$ cat src/rtl/wkup_pkg.sv
package wkup_pkg;
    localparam int unsigned BANK_W = 8;
    localparam int CB_MODE  = 0;
    localparam int CB_IRQEN = 1;
    localparam int CB_STOP  = 2;
    localparam int CB_EXIT  = 3;

    typedef enum logic [1:0] {
        ST_RUN,
        ST_ARM1,
        ST_ARM10,
        ST_STOPPED
    } seq_state_t;
endpackage

$ cat src/rtl/wkup_line_edge.sv
module wkup_line_edge #(
    parameter int unsigned STAGES = 2
) (
    input  logic clk,
    input  logic rst_n,
    input  logic line_i,
    input  logic rise_sel_i,
    output logic edge_o
);
    logic [STAGES-1:0] sync_q;
    logic              prev_q;
    logic              cur;

    assign cur = sync_q[STAGES-1];

    always_ff @(posedge clk or negedge rst_n) begin
        if (!rst_n) begin
            sync_q <= '0;
            prev_q <= 1'b0;
        end else begin
            sync_q <= {sync_q[STAGES-2:0], line_i};
            prev_q <= cur;
        end
    end

    assign edge_o = rise_sel_i ? (cur & ~prev_q) : (~cur & prev_q);
endmodule

$ cat src/rtl/wkup_stop_fsm.sv
module wkup_stop_fsm
    import wkup_pkg::*;
(
    input  logic clk,
    input  logic rst_n,
    input  logic ctrl_wr,
    input  logic other_wr,
    input  logic stop_wbit,
    input  logic exit_wbit,
    input  logic ack_i,
    input  logic nmi_i,
    input  logic line_wake,
    output logic stop_req_o,
    output logic wake_o,
    output logic stop_flag_o,
    output logic exit_flag_o
);
    seq_state_t st, nxt;
    logic nmi_q, nmi_rise, enter, leave;
    logic stop_q, exit_q, wake_q;

    assign nmi_rise = nmi_i & ~nmi_q;

    // state register
    always_ff @(posedge clk or negedge rst_n) begin
        if (!rst_n) begin
            st    <= ST_RUN;
            nmi_q <= 1'b0;
        end else begin
            st    <= nxt;
            nmi_q <= nmi_i;
        end
    end

    always_comb begin
        nxt = st;
        unique case (st)
            ST_RUN: begin
                if (ctrl_wr && !ack_i && stop_wbit) nxt = ST_ARM1;
            end
            ST_ARM1: begin
                if (ack_i || other_wr) nxt = ST_RUN;
                else if (ctrl_wr)      nxt = stop_wbit ? ST_ARM1 : ST_ARM10;
            end
            ST_ARM10: begin
                if (ack_i || other_wr) nxt = ST_RUN;
                else if (ctrl_wr)      nxt = stop_wbit ? ST_STOPPED : ST_RUN;
            end
            ST_STOPPED: begin
                if (nmi_rise || line_wake) nxt = ST_RUN;
            end
            default: nxt = ST_RUN;
        endcase
    end

    assign enter = (st == ST_ARM10) && (nxt == ST_STOPPED);
    assign leave = (st == ST_STOPPED) && (nxt == ST_RUN);

    // outputs and status flags
    always_ff @(posedge clk or negedge rst_n) begin
        if (!rst_n) begin
            stop_q <= 1'b0;
            exit_q <= 1'b0;
            wake_q <= 1'b0;
        end else begin
            wake_q <= leave;
            if (enter) begin
                stop_q <= 1'b1;
                exit_q <= 1'b0;
            end else if (leave) begin
                exit_q <= 1'b1;
                stop_q <= nmi_rise;
            end else if (ctrl_wr && st != ST_STOPPED) begin
                if (!stop_wbit) stop_q <= 1'b0;
                if (!exit_wbit) exit_q <= 1'b0;
            end
        end
    end

    assign stop_req_o  = (st == ST_STOPPED);
    assign wake_o      = wake_q;
    assign stop_flag_o = stop_q;
    assign exit_flag_o = exit_q;

    p_commit_needs_write_r6: assert property (@(posedge clk) disable iff (!rst_n)
        $rose(stop_req_o) |-> $past(ctrl_wr && stop_wbit));
    p_ack_blocks_entry_r7: assert property (@(posedge clk) disable iff (!rst_n)
        (!stop_req_o && ack_i) |=> !stop_req_o);
    p_wake_one_cycle_r9: assert property (@(posedge clk) disable iff (!rst_n)
        wake_o |=> !wake_o);
    p_nmi_exit_flags_r10: assert property (@(posedge clk) disable iff (!rst_n)
        (stop_req_o && nmi_i && !nmi_q) |=> (!stop_req_o && stop_flag_o && exit_flag_o));
    p_commit_clears_exit_r12: assert property (@(posedge clk) disable iff (!rst_n)
        $rose(stop_req_o) |-> !exit_flag_o);
endmodule

$ cat src/rtl/wkup_stop_ctrl.sv
module wkup_stop_ctrl
    import wkup_pkg::*;
#(
    parameter int unsigned N_LINES     = 16,
    parameter int unsigned SYNC_STAGES = 2,
    localparam int unsigned NBANK      = N_LINES / BANK_W,
    localparam int unsigned AW         = $clog2(3 * NBANK + 1)
) (
    input  logic              clk,
    input  logic              rst_n,
    input  logic              wr_en,
    input  logic [AW-1:0]     addr,
    input  logic [BANK_W-1:0] wdata,
    output logic [BANK_W-1:0] rdata,
    input  logic [N_LINES-1:0] lines_i,
    input  logic              nmi_i,
    input  logic              ack_i,
    output logic              irq_o,
    output logic              stop_req_o,
    output logic              wake_o
);
    localparam logic [AW-1:0] CTRL_A = AW'(3 * NBANK);

    logic [N_LINES-1:0] mask_q, edge_q, pend_q, ev;
    logic mode_q, irqen_q, ctrl_wr, other_wr, stop_flag, exit_flag;

    assign ctrl_wr  = wr_en && (addr == CTRL_A);
    assign other_wr = wr_en && (addr != CTRL_A);

    for (genvar i = 0; i < N_LINES; i++) begin : g_line
        wkup_line_edge #(.STAGES(SYNC_STAGES)) u_edge (
            .clk       (clk),
            .rst_n     (rst_n),
            .line_i    (lines_i[i]),
            .rise_sel_i(edge_q[i]),
            .edge_o    (ev[i])
        );
    end

    for (genvar b = 0; b < NBANK; b++) begin : g_bank
        always_ff @(posedge clk or negedge rst_n) begin
            if (!rst_n) begin
                mask_q[b*BANK_W +: BANK_W] <= '0;
                edge_q[b*BANK_W +: BANK_W] <= '0;
                pend_q[b*BANK_W +: BANK_W] <= '0;
            end else begin
                if (wr_en && addr == AW'(b))
                    mask_q[b*BANK_W +: BANK_W] <= wdata;
                if (wr_en && addr == AW'(NBANK + b))
                    edge_q[b*BANK_W +: BANK_W] <= wdata;
                pend_q[b*BANK_W +: BANK_W] <=
                    (pend_q[b*BANK_W +: BANK_W] &
                     ~((wr_en && addr == AW'(2 * NBANK + b)) ? wdata : '0))
                    | (ev[b*BANK_W +: BANK_W] & mask_q[b*BANK_W +: BANK_W]);
            end
        end
    end

    always_ff @(posedge clk or negedge rst_n) begin
        if (!rst_n) begin
            mode_q  <= 1'b0;
            irqen_q <= 1'b0;
        end else if (ctrl_wr) begin
            mode_q  <= wdata[CB_MODE];
            irqen_q <= wdata[CB_IRQEN];
        end
    end

    always_comb begin
        rdata = '0;
        for (int b = 0; b < int'(NBANK); b++) begin
            if (addr == AW'(b))             rdata = mask_q[b*BANK_W +: BANK_W];
            if (addr == AW'(NBANK + b))     rdata = edge_q[b*BANK_W +: BANK_W];
            if (addr == AW'(2 * NBANK + b)) rdata = pend_q[b*BANK_W +: BANK_W];
        end
        if (addr == CTRL_A) begin
            rdata[CB_MODE]  = mode_q;
            rdata[CB_IRQEN] = irqen_q;
            rdata[CB_STOP]  = stop_flag;
            rdata[CB_EXIT]  = exit_flag;
        end
    end

    assign irq_o = irqen_q & |(pend_q & mask_q);

    wkup_stop_fsm u_fsm (
        .clk        (clk),
        .rst_n      (rst_n),
        .ctrl_wr    (ctrl_wr),
        .other_wr   (other_wr),
        .stop_wbit  (wdata[CB_STOP]),
        .exit_wbit  (wdata[CB_EXIT]),
        .ack_i      (ack_i),
        .nmi_i      (nmi_i),
        .line_wake  (mode_q & |(ev & mask_q)),
        .stop_req_o (stop_req_o),
        .wake_o     (wake_o),
        .stop_flag_o(stop_flag),
        .exit_flag_o(exit_flag)
    );

    p_pend_needs_mask_r2: assert property (@(posedge clk) disable iff (!rst_n)
        ((pend_q & ~$past(pend_q) & ~$past(mask_q)) == '0));
    p_pend_sticky_r4: assert property (@(posedge clk) disable iff (!rst_n)
        $past(!wr_en) |-> ((pend_q & $past(pend_q)) == $past(pend_q)));
endmodule

$ cat config.mk
export PLATFORM = sky130hd
export DESIGN_NAME = wkup_stop_ctrl
export DESIGN_NICKNAME = d
export VERILOG_FILES = /design/src/rtl/wkup_pkg.sv /design/src/rtl/wkup_line_edge.sv /design/src/rtl/wkup_stop_fsm.sv /design/src/rtl/wkup_stop_ctrl.sv
export SDC_FILE = /design/constraint.sdc
export NUM_CORES = 1
export LEC_CHECK = 0
export BUFFER_PORTS_ARGS = -buffer_cell sky130_fd_sc_hd__buf_2
export CORE_ASPECT_RATIO = 0.8
export CORE_MARGIN = 2
export CORE_UTILIZATION = 40
export DETAILED_ROUTE_END_ITERATION = 7
export GPL_TIMING_DRIVEN = 0
export HOLD_SLACK_MARGIN = 0.12
export PLACE_DENSITY_LB_ADDON = 0.15
export SLEW_MARGIN = 25
export SYNTH_ARGS = -nofsm -noshare
export SYNTH_HDL_FRONTEND = slang
export SYNTH_SLANG_ARGS = --single-unit
$ cat constraint.sdc
create_clock -name clk -period 2.6 [get_ports clk]
set_input_delay 0.78 -clock clk [delete_from_list [all_inputs] [get_ports clk]]
set_output_delay 0.78 -clock clk [all_outputs]
set_load 0.01 [all_outputs]
==> flow_metrics.tcl, run 1 <==
set metrics [dict create \
    syn_nets 412 \
    die_h_um 98.35 \
    antenna_cells 0 \
    yosysWarnings 0 \
    reg2reg_from "mask_q[5]" \
    drc 0 \
    power_mw 4.129 \
    critPathKind "in -> out" \
    grt_pass1_vias 3125 \
    fmax_mhz 380.5 \
    setup_viol 1 \
    synth.distinct_cells 49 \
    rsz0062_at_grt "true" \
    path_cells "clkbuf_16 > buf_8 > or2_4 > nor2_2 > o21ai_2 > a31oi_1 > buf_2" \
    final_cell_area_um2 5351 \
    grt_max_degree 75 \
    finalCritPeriodShare_pct 101.1 \
    vdd_drop_max_mv 0.3897 \
    internal_power_mw 2.972 \
    core_um2 10850 \
    crit_buf_inv 3 \
    cts_tree "done" \
    clkTransAtPathRegs_ps 70 \
    clkPwrFrac_pct 31.8 \
    start_util_pct 41.03 \
    cts_buffer_depth 2 \
    register_area_um2 2603 \
    r2r_end "u_fsm.wake_o" \
    yosys.area.top_type "dfrtp_1" \
    root_buffer "clkbuf_16" \
    instances_no_fill 583 \
    antenna_found_initial 0 \
    maxCapViolCount 0 \
    synth_most_common_cell "dfrtp_1" \
    crit_path_top_delay_cell "or2_4" \
    arrival_ps 1850 \
    via_count 3186 \
    dp_cells 564 \
    grt_use_total_pct 19.07 \
    status "finished with violations" \
    end_kind "output port" \
    syn_area_um2 4451 \
    synthTopCellsByCount "104 x dfrtp_1, 63 x nand2_1, 30 x mux2_2" \
    hold_path_class "in -> async" \
    final_util_pct 49.33 \
    die_area_um2 11990 \
    grt_pass1_wl_um 17070 \
    synth_edf_count 0 \
    worstPathMaxFanout 6 \
    viasPerCell 5.465 \
    clk_latency_ps 350 \
    p_leak_nw 2.366 \
    timing_worst_slew_pin_value_ps 1014 \
    overflow 0 \
    finalSetupTns_ps -27.78 \
    area_growth_syn_to_layout_pct 20.24 \
    swShare_pct 28.02 \
    wl_um 10560 \
    drt-wirelength-per-cell_um 18.11 \
    power_frac_seq_pct 50.3 \
    path_delay_family "buffers and inverters" \
    antenna_left 0 \
    slew_viol_final 0 \
    whs_ps 300.5 \
    finalHoldViolations 0 \
    failed_checks "setup timing" \
    io_pins 43 \
    combinationalPowerShare_pct 17.9 \
    rows 34 \
    async_flop_share_pct 100.0 \
    cts_sinks 104 \
    placed_cell_area_um2 4868 \
    synth_top_area_share_pct 58.48 \
    nFillCells 991 \
    die_x_um 121.9 \
    htreeDepth 3 \
    gp_congestion 0.8842 \
    finClkSkew_ps 8.812 \
    place_hpwl_um 7310 \
    io_buffers 39 \
    syn_inst 380 \
    setup_ws_ps -27.78 \
    p_sw_mw 1.157 \
    reg2reg_depth 6 \
    synthFlopType "dfrtp_1" \
    cts_hold_buf 0 \
    drt_first_pass_iters 5 \
    fin_nets 468 \
    yosys-top-cells-area "dfrtp_1 58%, mux2_2 7.6%, nand2_1 5.3%" \
    ff2ff_setup_slack_ps 530 \
    period_needed_ps 2628 \
    cts_buffers 9 \
    max_stage_delay_ps 250 \
    drt-initial-drc-count 262 \
    yosysSeqAreaShare_pct 58.48 \
    ys_seq_elements 104 \
    powerDensity_nw_per_um2 771.6 \
    startpoint_type "input port" \
    multi_input_area_um2 1826 \
    relSlewSlack_pct 32.15 \
    layout-drive-gt1-share_pct 28.47 \
    dp_slack_ps -624.6 \
    synth.avg_cell_area_um2 11.71 \
    cp.required_ps 1820 \
]
## cell families after synthesis
| family | synth area share, % |
|---|---|
| AO/OA/AOI/OAI | 12.45 |
| buffers and inverters | 1.968 |
| flip-flops | 58.48 |
| multiplexers | 10.06 |
| AND/OR/NAND/NOR | 17.04 |
## how the worst max path moves through the flow
| stage | from | endpoint | slack (ps) | cells after the start |
|---|---|---|---|---|
| finish | addr[1] | rdata[6] | -30 | 7 |
| global route | addr[1] | rdata[0] | -50 | 8 |
| CTS | addr[1] | rdata[0] | -40 | 8 |
| detailed placement | addr[2] | rdata[0] | -620 | 7 |
| global placement | addr[2] | rdata[0] | -610 | 7 |
| floorplan | addr[1] | rdata[6] | -20 | 5 |
## flip-flops by register name, indices dropped and copies added (netlist names)
| signal | count |
|---|---|
| g_line.u_edge.sync_q | 32 |
| edge_q | 16 |
| g_line.u_edge.prev_q | 16 |
| mask_q | 16 |
| pend_q | 16 |
| u_fsm.st | 2 |
| irqen_q | 1 |
| mode_q | 1 |
| u_fsm.exit_flag_o | 1 |
| u_fsm.nmi_q | 1 |
| u_fsm.stop_flag_o | 1 |
| u_fsm.wake_o | 1 |
## layout make-up
type | count | share of cell area, %
buffer | 10 | 2.315
clock inverter | 3 | 0.8417
inverter | 11 | 0.7716
timing repair buffer | 47 | 5.611
clock buffer | 11 | 4.349
sequential | 104 | 48.63
tap | 144 | 3.367
multi-input combinational | 253 | 34.11
## layout by cell type, fill, tap and decap left out, types with 3 or more instances in the layout
cell	count
o221ai_1	3
buf_4	6
and2_2	3
a21oi_2	3
nand3b_1	5
nand4b_1	13
o22ai_1	8
a22o_1	3
nand4_1	4
a21o_1	15
inv_1	11
dfrtp_1	104
buf_2	37
a22oi_1	6
nand2b_1	3
o21ai_0	12
nand4bb_1	5
o21ai_1	4
nor2b_1	5
nand2_1	63
a31oi_1	3
buf_6	4
nor2_1	9
clkbuf_16	10
mux2_2	30
mux2i_1	10
a21oi_1	4
clkbuf_1	3
o31ai_1	3
## layer usage
layer	GRT usage [%]	wire length, um	vias to the layer above	part of all wire [%]
li1	-	-	1480	-
met1	27.84	5053	1604	48
met2	27.46	4667	83	44
met3	5.900	634	19	6.0
met4	5.393	206	0	2.0
met5	0	0	-	0
## worst register-to-register path: stages (launching register included)
cell     delay, ps
dfrtp_1        420
or4bb_1        190
nand2_1         90
or4_4          560
nor4b_4        250
nand3_2        180
a31o_1         270
## power groups by stage
stage	Combinational [mW]	Sequential (mW)	Clock (mW)
6_report	0.740	2.08	1.31
4_1_cts	0.721	2.07	1.34
5_1_grt	0.806	2.11	1.42
2_1_floorplan	0.471	2.03	0
3_3_place_gp	0.662	2.09	0
3_5_place_dp	0.681	2.10	0
## what timing repair did
item / 4_1_cts / 5_1_grt
endpoints found under the setup margin: 9 / 9
pin swaps: 11 / 13
gates resized for setup: 37 / 14
cloned: 0 / 0
setup buffers: 7 / 0
Power figures use the tool's default switching activity.
==> run 2: changes to the inputs <==
--- a/config.mk
+++ b/config.mk
@@ -6,6 +6,8 @@
 export NUM_CORES = 1
 export LEC_CHECK = 0
 export BUFFER_PORTS_ARGS = -buffer_cell sky130_fd_sc_hd__buf_2
+export CELL_PAD_IN_SITES_DETAIL_PLACEMENT = 1
+export CELL_PAD_IN_SITES_GLOBAL_PLACEMENT = 1
 export CORE_ASPECT_RATIO = 0.8
 export CORE_MARGIN = 2
 export CORE_UTILIZATION = 40
@@ -13,6 +15,7 @@
 export GPL_TIMING_DRIVEN = 0
 export HOLD_SLACK_MARGIN = 0.12
 export PLACE_DENSITY_LB_ADDON = 0.15
+export SETUP_SLACK_MARGIN = 0.2
 export SLEW_MARGIN = 25
 export SYNTH_ARGS = -nofsm -noshare
 export SYNTH_HDL_FRONTEND = slang
==> run 2 against run 1 <==
Against the previous run:
- the flow now finishes without violations
- sequential share of layout area decreased by 1.3 points
- final area increased by 2.6%
- total power increased by 6.1%
- sequential power about the same
- fmax increased by 1.9%
==> flow_metrics.tcl, run 2 (synthesized netlist as in run 1, its figures left out) <==
set metrics [dict create \
    htreeDepth 3 \
    layout_commonest_cell "dfrtp_1" \
    clkTransAtPathRegs_ps 70 \
    layout-drive-gt1-share_pct 29.89 \
    clkPwrFrac_pct 34.4 \
    instances_no_fill 589 \
    wl_um 11950 \
    hold_path_class "reg -> reg" \
    io_pins 43 \
    arrival_ps 1800 \
    drt-initial-drc-count 138 \
    largest_reg_flops 32 \
    swShare_pct 28.34 \
    worstHoldPathCells 0 \
    cts_buffers 9 \
    powerDensity_nw_per_um2 797.7 \
    dp_cells 564 \
    start_util_pct 41.03 \
    end_kind "output port" \
    layout_common_cells "104 x dfrtp_1, 63 x nand2_1, 37 x buf_2" \
    cp.required_ps 1820 \
    worstPathMaxFanout 10 \
    drt-wirelength-per-cell_um 20.29 \
    overflow 0 \
    p_leak_nw 2.437 \
    drc 0 \
    slew_viol_final 0 \
    root_buffer "clkbuf_16" \
    cts_buffer_depth 2 \
    rows 34 \
    fmax_mhz 387.8 \
    grt_pass1_wl_um 19220 \
    reg2reg_depth 6 \
    critPathKind "in -> out" \
    io_buffers 39 \
    ff2ff_setup_slack_ps 490 \
    drt_first_pass_iters 4 \
    die_h_um 98.35 \
    worst_hold_path.endpoint "g_line[4].u_edge.sync_q[1]" \
    holdCritStartpoint "g_line[4].u_edge.sync_q[0]" \
    finalSetupTns_ps 0 \
    gp_congestion 0.8631 \
    die_area_um2 11990 \
    grt_pass1_vias 3446 \
    viasPerCell 5.547 \
    antenna_left 0 \
    relSlewSlack_pct 28.80 \
    place_hpwl_um 8016 \
    grt_max_degree 54 \
    area_growth_syn_to_layout_pct 23.42 \
    finClkSkew_ps 4.595 \
    internal_power_mw 3.140 \
    rsz0062_at_grt "true" \
    vdd_drop_max_mv 0.3172 \
    grt_use_total_pct 21.30 \
    power_frac_seq_pct 47.9 \
    clk_latency_ps 350 \
    cts_tree "done" \
    antenna_found_initial 0 \
    via_count 3267 \
    finalCritPeriodShare_pct 99.18 \
    cts_sinks 104 \
    die_x_um 121.9 \
    nFillCells 1158 \
    antenna_cells 0 \
    status "finished, final reports clean" \
    cts_hold_buf 0 \
    r2r_end "u_fsm.wake_o" \
    finalHoldViolations 0 \
    core_um2 10850 \
    combinationalPowerShare_pct 17.8 \
    reg2reg_from "mask_q[5]" \
    p_sw_mw 1.242 \
    startpoint_type "input port" \
    maxCapViolCount 0 \
    fin_nets 472 \
    timing_worst_slew_pin_value_ps 1063 \
    registers.top_by_ff_count "g_line.u_edge.sync_q" \
    period_needed_ps 2579 \
    setup_viol 0 \
]
==> run 2: cell types whose count changed in the layout (fill, tap and decap cells not counted), moves of 2 or more <==
cell	delta
o21ai_1	+8
clkinvlp_4	-2
buf_6	-2
clkbuf_4	-2
inv_6	+3
mux2i_1	-3
o21ai_2	-2
clkbuf_8	+5
mux2i_2	+2
o21ai_0	-6
buf_4	+3
==> run 2: how the worst max path moves through the flow <==
| stage | end | slack [ps] | startpoint | cells past startpoint |
|---|---|---|---|---|
| after detailed placement | rdata[0] | -460 | addr[2] | 7 |
| after CTS | rdata[6] | 40 | addr[1] | 7 |
| after floorplan | rdata[6] | 140 | addr[1] | 6 |
| after global placement | g_line[3].u_edge.sync_q[0] | -470 | rst_n | 1 |
| final | rdata[1] | 20 | addr[1] | 7 |
| after global routing | rdata[6] | -30 | addr[1] | 7 |
==> run 2: layout make-up <==
class                      instances  area (um2)  area share [%]
tap                              144       180.2           3.280
clock buffer                      11       242.7           4.419
sequential                       104        2603           47.38
buffer                            12       187.7           3.417
timing repair buffer              49       306.5           5.581
multi-input combinational        253        1846           33.60
inverter                          11       41.29          0.7517
clock inverter                     5       86.33           1.572
==> run 2: power by group through the flow <==
| stage | clock network, mW | logic [mW] | registers [mW] |
|---|---|---|---|
| 4_1_cts | 1.54 | 0.758 | 2.09 |
| 3_5_place_dp | 0 | 0.698 | 2.11 |
| 6_report | 1.51 | 0.779 | 2.10 |
| 2_1_floorplan | 0 | 0.479 | 2.03 |
| 5_1_grt | 1.62 | 0.853 | 2.13 |
| 3_3_place_gp | 0 | 0.670 | 2.09 |
==> run 2: worst max-delay path, stage by stage <==
cell and delay, ps:
clkbuf_16 130, buf_12 160, mux2i_2 260, o221ai_2 150, o21ai_1 110, nand2_1 80, buf_2 140
==> run 2: routing by layer <==
| layer | part of all wire [%] | global-route usage (%) |
|---|---|---|
| met5 | 0 | 0 |
| met4 | 1.7 | 8.046 |
| met3 | 4.7 | 4.264 |
| met2 | 47 | 31.28 |
| met1 | 47 | 31.15 |
==> run 2: timing repair <==
action	4_1_cts	5_1_grt
pin swaps	13	9
endpoints found under the setup margin	9	9
gates resized for setup	45	8
setup buffers	7	2
endpoints found under the hold margin	0	0
==> run 2: stage by stage <==
step           power [mW]  hold WS [ps]  area, um2  setup slack (ps)  util, %
4_1_cts             4.385         352.0       5443             40.38    50.17
5_1_grt             4.607         361.6       5493            -30.11    50.63
3_5_place_dp        2.807         336.3       4903            -464.9    45.20
2_1_floorplan       2.504         331.2       4489             144.4        -
6_report            4.382         350.3       5493             21.44    50.63
3_3_place_gp        2.764         332.2       4865            -466.6    44.84
